--- src/rtl/gsq_pkg.sv ---
package gsq_pkg;

  localparam int GSQ_CNT_W  = 14;
  localparam int GSQ_MASK_W = 8;
  localparam int GSQ_BANK_D = 64;

  typedef struct packed {
    logic loadEntry;  // take the addressed entry into the mask and count registers
    logic decRemain;  // count down the current entry
    logic forceOpen;  // drive all gates open
    logic wrAllow;    // host write may reach the RAM
  } gsqStrobes_t;

endpackage

--- src/rtl/gsq_fetch_ram.sv ---
module gsq_fetch_ram #(
  parameter int WORD_W = 22,
  parameter int DEPTH  = 128,
  localparam int ADDR_W = $clog2(DEPTH)
) (
  input  logic              clk,
  input  logic              rst_n,
  input  logic              wrEn,
  input  logic [ADDR_W-1:0] wrAddr,
  input  logic [WORD_W-1:0] wrData,
  input  logic [ADDR_W-1:0] rdAddr,
  output logic [WORD_W-1:0] rdData
);

  logic [WORD_W-1:0] mem [DEPTH];

  // Each word is a plain register with its own write select, so the read
  // path is a combinational mux and a freshly loaded entry costs no cycle.
  for (genvar g = 0; g < DEPTH; g++) begin : g_word
    always_ff @(posedge clk or negedge rst_n) begin
      if (!rst_n) begin
        mem[g] <= '0;
      end else if (wrEn && (wrAddr == ADDR_W'(g))) begin
        mem[g] <= wrData;
      end
    end
  end

  assign rdData = mem[rdAddr];

endmodule

--- src/rtl/gsq_datapath.sv ---
module gsq_datapath
  import gsq_pkg::*;
#(
  parameter int CNT_W      = GSQ_CNT_W,
  parameter int MASK_W     = GSQ_MASK_W,
  parameter int BANK_DEPTH = GSQ_BANK_D,
  localparam int TOTAL  = 2 * BANK_DEPTH,
  localparam int ADDR_W = $clog2(TOTAL),
  localparam int WORD_W = CNT_W + MASK_W
) (
  input  logic              clk,
  input  logic              rst_n,
  input  gsqStrobes_t       strobes,
  input  logic [ADDR_W-1:0] rdAddr,
  input  logic              wrEn,
  input  logic [ADDR_W-1:0] wrAddr,
  input  logic [WORD_W-1:0] wrData,
  output logic [CNT_W-1:0]  entryCount,
  output logic              remainZero,
  output logic [MASK_W-1:0] gateMask
);

  logic [WORD_W-1:0] rdWord;
  logic [MASK_W-1:0] entryMask;
  logic [CNT_W-1:0]  remain;
  logic [MASK_W-1:0] maskReg;

  gsq_fetch_ram #(
    .WORD_W(WORD_W),
    .DEPTH (TOTAL)
  ) ram_i (
    .clk   (clk),
    .rst_n (rst_n),
    .wrEn  (wrEn && strobes.wrAllow),
    .wrAddr(wrAddr),
    .wrData(wrData),
    .rdAddr(rdAddr),
    .rdData(rdWord)
  );

  assign entryCount = rdWord[WORD_W-1:MASK_W];
  assign entryMask  = rdWord[MASK_W-1:0];

  always_ff @(posedge clk or negedge rst_n) begin
    if (!rst_n) begin
      maskReg <= '1;
    end else if (strobes.forceOpen) begin
      maskReg <= '1;
    end else if (strobes.loadEntry) begin
      maskReg <= entryMask;
    end
  end

  always_ff @(posedge clk or negedge rst_n) begin
    if (!rst_n) begin
      remain <= '0;
    end else if (strobes.loadEntry) begin
      remain <= entryCount - CNT_W'(1);
    end else if (strobes.decRemain) begin
      remain <= remain - CNT_W'(1);
    end
  end

  assign remainZero = (remain == '0);
  assign gateMask   = maskReg;

endmodule

--- src/rtl/gsq_control.sv ---
module gsq_control
  import gsq_pkg::*;
#(
  parameter int CNT_W      = GSQ_CNT_W,
  parameter int BANK_DEPTH = GSQ_BANK_D,
  localparam int TOTAL  = 2 * BANK_DEPTH,
  localparam int ADDR_W = $clog2(TOTAL),
  localparam int IDX_W  = ADDR_W + 1
) (
  input  logic              clk,
  input  logic              rst_n,
  input  logic              enable,
  input  logic              splitMode,
  input  logic              cycleStart,
  input  logic              commit,
  input  logic [ADDR_W-1:0] wrAddr,
  input  logic [CNT_W-1:0]  entryCount,
  input  logic              remainZero,
  output gsqStrobes_t       strobes,
  output logic [ADDR_W-1:0] rdAddr
);

  logic             running;
  logic             holding;
  logic             activeBank;
  logic             pendingReady;
  logic [IDX_W-1:0] ptr;

  logic             startNow;
  logic             swapNow;
  logic             bankSel;
  logic             countZero;
  logic [IDX_W-1:0] rdIdx;
  logic [IDX_W-1:0] bankEnd;

  assign startNow  = enable && cycleStart;
  assign swapNow   = startNow && splitMode && pendingReady;
  assign bankSel   = swapNow ? ~activeBank : activeBank;
  assign countZero = (entryCount == '0);
  assign rdIdx     = startNow ? '0 : ptr;
  assign bankEnd   = splitMode ? IDX_W'(BANK_DEPTH) : IDX_W'(TOTAL);

  // Split mode: the top address bit is the bank. Single mode: flat index.
  assign rdAddr = splitMode ? {bankSel, rdIdx[ADDR_W-2:0]} : rdIdx[ADDR_W-1:0];

  always_comb begin
    strobes           = '0;
    strobes.forceOpen = !enable;
    strobes.wrAllow   = !splitMode || (wrAddr[ADDR_W-1] != activeBank);
    if (startNow) begin
      strobes.loadEntry = !countZero;
    end else if (enable && running && !holding) begin
      if (!remainZero) begin
        strobes.decRemain = 1'b1;
      end else if ((ptr != bankEnd) && !countZero) begin
        strobes.loadEntry = 1'b1;
      end
    end
  end

  always_ff @(posedge clk or negedge rst_n) begin
    if (!rst_n) begin
      running <= 1'b0;
      holding <= 1'b0;
      ptr     <= '0;
    end else if (!enable) begin
      running <= 1'b0;
      holding <= 1'b0;
      ptr     <= '0;
    end else if (startNow) begin
      running <= 1'b1;
      holding <= countZero;
      ptr     <= IDX_W'(1);
    end else if (running && !holding && remainZero) begin
      if (strobes.loadEntry) begin
        ptr <= ptr + IDX_W'(1);
      end else begin
        holding <= 1'b1;
      end
    end
  end

  always_ff @(posedge clk or negedge rst_n) begin
    if (!rst_n) begin
      activeBank <= 1'b0;
    end else if (swapNow) begin
      activeBank <= ~activeBank;
    end
  end

  always_ff @(posedge clk or negedge rst_n) begin
    if (!rst_n) begin
      pendingReady <= 1'b0;
    end else if (commit && splitMode) begin
      pendingReady <= 1'b1;
    end else if (swapNow) begin
      pendingReady <= 1'b0;
    end
  end

endmodule

--- src/rtl/gate_sched_seq.sv ---
module gate_sched_seq
  import gsq_pkg::*;
#(
  parameter int CNT_W      = GSQ_CNT_W,
  parameter int MASK_W     = GSQ_MASK_W,
  parameter int BANK_DEPTH = GSQ_BANK_D,
  localparam int TOTAL  = 2 * BANK_DEPTH,
  localparam int ADDR_W = $clog2(TOTAL),
  localparam int WORD_W = CNT_W + MASK_W
) (
  input  logic              clk,
  input  logic              rst_n,
  input  logic              enable,
  input  logic              splitMode,
  input  logic              cycleStart,
  input  logic              wrEn,
  input  logic [ADDR_W-1:0] wrAddr,
  input  logic [WORD_W-1:0] wrData,
  input  logic              commit,
  output logic [MASK_W-1:0] gateMask
);

  gsqStrobes_t       strobes;
  logic [ADDR_W-1:0] rdAddr;
  logic [CNT_W-1:0]  entryCount;
  logic              remainZero;

  gsq_control #(
    .CNT_W     (CNT_W),
    .BANK_DEPTH(BANK_DEPTH)
  ) ctrl_i (
    .clk       (clk),
    .rst_n     (rst_n),
    .enable    (enable),
    .splitMode (splitMode),
    .cycleStart(cycleStart),
    .commit    (commit),
    .wrAddr    (wrAddr),
    .entryCount(entryCount),
    .remainZero(remainZero),
    .strobes   (strobes),
    .rdAddr    (rdAddr)
  );

  gsq_datapath #(
    .CNT_W     (CNT_W),
    .MASK_W    (MASK_W),
    .BANK_DEPTH(BANK_DEPTH)
  ) dp_i (
    .clk       (clk),
    .rst_n     (rst_n),
    .strobes   (strobes),
    .rdAddr    (rdAddr),
    .wrEn      (wrEn),
    .wrAddr    (wrAddr),
    .wrData    (wrData),
    .entryCount(entryCount),
    .remainZero(remainZero),
    .gateMask  (gateMask)
  );

endmodule

--- config.mk ---
export PLATFORM = sky130hd
export DESIGN_NAME = gate_sched_seq
export DESIGN_NICKNAME = d
export VERILOG_FILES = /design/src/rtl/gsq_pkg.sv /design/src/rtl/gsq_fetch_ram.sv /design/src/rtl/gsq_datapath.sv /design/src/rtl/gsq_control.sv /design/src/rtl/gate_sched_seq.sv
export SDC_FILE = /design/constraint.sdc
export NUM_CORES = 2
export LEC_CHECK = 0
export ABC_AREA = 0
export BUFFER_PORTS_ARGS = -buffer_cell sky130_fd_sc_hd__buf_2
export CORE_MARGIN = 2
export CORE_UTILIZATION = 45
export CTS_CLUSTER_SIZE = 28
export DETAILED_ROUTE_END_ITERATION = 6
export SYNTH_ARGS = -nofsm -noshare
export SYNTH_HDL_FRONTEND = slang
export SYNTH_SLANG_ARGS = --single-unit
export TNS_END_PERCENT = 20
--- constraint.sdc ---
create_clock -name clk -period 6.3 [get_ports clk]
set_input_delay 0 -clock clk [delete_from_list [all_inputs] [get_ports clk]]
set_output_delay 0 -clock clk [all_outputs]
set_load 0.05 [all_outputs]
==> summary.md <==
| Metric | Value |
|---|---|
| Outcome | complete, but fails checks |
| First-pass DRT Iterations | 6 |
| Core Rows | ~200 |
| GPL Wtd Cong | 0.990 |
| Worst Max-Slew Pin Slew | 1.46 ns |
| Clock transition at path regs | 0.06 ns |
| Final nets | 10800 |
| Die area | 307000 sq um |
| Antenna violations before repair | 33 |
| CP dominant cell by count | buf_4 |
| Crit Path Category | flip-flop to flip-flop |
| Worst-Skew Late Latency | between 0.9 and 1 ns |
| Final ANT Viol Nets | 0 |
| Worst path max stage delay | 0.98 ns |
| Pwr Total | 45.3 mW |
| Core footprint | ~300000 sq um |
| Cell family with most CP delay | simple AND/OR/NAND/NOR gates |
| Slew HR | 1.64% |
| Final setup viols | 0 |
| Sink Count | 2850 |
| CP Buf/Inv Count | 6 |
| Hpwl dp | 312000 um |
| Crit path cell chain | nand2_2 > nor2_4 > buf_4 > buf_4 > a21oi_1 > a31oi_2 > buf_4 > o221ai_1 > nor4_1 > o21bai_1 > nor4b_1 > buf_4 > a21oi_2 > mux2i_1 > ha_1 > inv_1 > nor2_1 > o311ai_4 > nor4_1 > buf_4 > xnor2_1 > mux2i_1 |
| First-pass GRT wire length | approximately 720000 um |
| Wirelength, routed | between 500000 and 600000 um |
| Post-synth cell types | between 100 and 150 |
| Global Route Usage Sum | 32.2% |
| Detailed Route Iter0 Violations | 10400 |
| Root Driver | clkbuf_16 |
| Yosys top cell by area | dfrtp_1 |
| Fmax | 163 MHz |
| Post-route DRC | 0 |
| Initial Util | 45.3% |
| # fillers | about 26000 |
| Final Hold Vio Count | 0 |
| PortBufs | 43 |
| Slowest cell on the critical path | dfrtp_4 |
| Total grt overflow | 0 |
| Synth area leaders | dfrtp_1, mux2_2, mux2i_1 |
| WP data required | roughly 7 ns |
| Post-synth EDFFs | 0 |
| I/O Pins | 44 |
| Sequential share of the synthesized area | 52.5% |
| #FFs+latches synth | 2850 |
| Die Y | between 500 and 600 um |
| Max VDD drop | 0.000237 V |
| Most common cell after layout, fill and taps aside | mux2_2 |
| Avg Inst Size Synth | ~12 sq um |
| CTS tree | yes |
| Largest net degree at the start of global routing | approximately 180 |
| Critical Path Fanout Max | 32 |
| Htree depth | 5 |
| Max_cap viols | 1 |
| Most used DFF post-synth | dfrtp_1 |
| DR vias | approximately 100000 |
| Share of the synthesized area in the top cell type | between 50% and 60% |
| Pwr per Cell Area | 296 nW/um^2 |
| Slew Viols, Final | 0 |
| Unrepaired setup endpoints after global routing | false |
| Critical path endpoint category | flip-flop |
| Vias in the first global route | 97600 |
| WP data arrival | about 7.0 ns |
| Share of layout cells above drive strength 1 | 39.4% |
| Tcrit/Tclk final | a little over nine tenths |
| Drt via density | 6.50 |
| Synth async-reset ratio | between 90% and 100% |
| Clock Path Buffers | 4 |
| Syn-to-layout area delta | 12.5% |
| Die X | 554 um |
| Fin util | between 50% and 60% |
| Post-Syn Instances | 10900 |
| Commonest cells after routing, fill and taps aside | mux2_2, dfrtp_1, nand2_1 |
| Min-Delay Path Class | input port to flip-flop |
| Minimum clock period | ~6.1 ns |
| Layout Skew | roughly 0.042 ns |
| Post-Synthesis Cell Area | 136000 sq um |
| Failing checks | capacitance limit |
| CTS buffer count | 311 |
| Ys Warns | 0 |
| Fin Setup TNS | 0 ns |
| Leak Pwr | slightly above 70 nW |
| WL per Instance | 33.4 um |
| Nature of the critical path startpoint | flip-flop |
| Mapped Nets | 11000 |
| Post CTS Setup Buffer Count | 0 |
-- power by group --
group	total (mW)	leakage (nW)	internal, mW	switching (mW)
combinational	5.55	27.2	2.39	3.16
clock	18.9	5.19	11.0	7.89
sequential	20.8	38.9	19.9	0.881
-- per-stage QoR --
stage	hold WS (ns)	std cells	area (sq um)	worst slack [ns]
floorplan	-0.296	10900	136000	1.65
global placement	0.123	14400	142000	0.216
detailed placement	0.123	14400	142000	0.317
CTS	0.00855	15000	153000	0.260
global route	0.0695	15000	153000	0.0582
finish	0.0692	15000	153000	0.164
-- final cells by class --
| cell class | count | area (sq um) | share of cell area [%] |
|---|---|---|---|
| Antenna cell | 18 | 45.0 | 0.0294 |
| Clock buffer | 469 | 9310 | 6.09 |
| Clock inverter | 90 | 1210 | 0.789 |
| Inverter | 18 | 76.3 | 0.0499 |
| Multi-Input combinational cell | 6944 | 60000 | 39.2 |
| Sequential cell | 2850 | 71300 | 46.6 |
| Tap cell | 3958 | 4950 | 3.24 |
| Timing Repair Buffer | 664 | 5990 | 3.92 |
-- logic make-up (layout without fill, tap and decap cells) --
logic type,Yosys count,after routing,share of synthesized area (%)
AOI/OAI and AO/OA,1651,1651,8.39
xor gates and xnor gates,23,23,0.148
adders and majority gates,3,3,0.0276
buffers and inverters,1138,1241,3.75
DFF,2850,2850,52.5
muxes,3499,3499,29.5
other,0,18,0
and+or+nand+nor,1768,1768,5.76
-- worst paths after layout --
path / startpoint / to / slack, ns / cells past startpoint
max reg2reg: ctrl_i.ptr[1] / dp_i.remain[10] / 0.16 / 22
max: ctrl_i.ptr[1] / dp_i.remain[10] / 0.16 / 22
min: wrAddr[5] / dp_i.ram_i.mem[2451] / 0.07 / 5
max in group asynchronous: rst_n / dp_i.ram_i.mem[625] / 4.34 / 5
min in group asynchronous: rst_n / dp_i.ram_i.mem[266] / 0.47 / 4
min reg2reg: dp_i.ram_i.mem[146] / dp_i.ram_i.mem[146] / 0.49 / 1
-- state kept, by name, summed over array words and instances (netlist names) --
name	flops
dp_i.ram_i.mem	2816
dp_i.remain	14
ctrl_i.ptr	8
dp_i.gateMask	8
ctrl_i.activeBank	1
ctrl_i.holding	1
ctrl_i.pendingReady	1
ctrl_i.running	1
-- worst reg2reg max path, delay by kind of cell, from the launching register on --
| kind | cells | cell delay, ns |
|---|---|---|
| simple gates | 6 | 1.59 |
| compound gates | 6 | 1.54 |
| buf+inv | 6 | 1.26 |
| flops | 1 | 0.98 |
| mux | 2 | 0.34 |
| fa+ha+maj | 1 | 0.21 |
| xor+xnor | 1 | 0.11 |
-- metal layers --
layer	track usage [%]	vias to the layer above	part of all wire [%]
met5	0	-	0.025
met4	14.6	20	5.3
met3	8.14	1267	9.7
met2	48.3	4923	44
met1	44.0	51800	41
li1	-	39500	-
-- cell usage after synthesis, types with 95 or more instances --
| cell | n |
|---|---|
| mux4_2 | 110 |
| dfrtp_1 | 2842 |
| o211ai_1 | 95 |
| a311oi_1 | 100 |
| mux2i_1 | 463 |
| o221ai_1 | 107 |
| nand2_1 | 751 |
| buf_2 | 167 |
| o22ai_1 | 201 |
| clkbuf_1 | 665 |
| buf_1 | 167 |
| nand3_1 | 264 |
| mux2_2 | 2924 |
| a21oi_1 | 415 |
| nor2_1 | 435 |
| o21ai_0 | 189 |
-- what timing repair did --
item                                     CTS  global route
endpoints found under the setup margin     0             4
hold buffers                              37             0
gates resized for setup                    0             1
hold endpoints to repair                2145             0
Power figures use the tool's default switching activity.
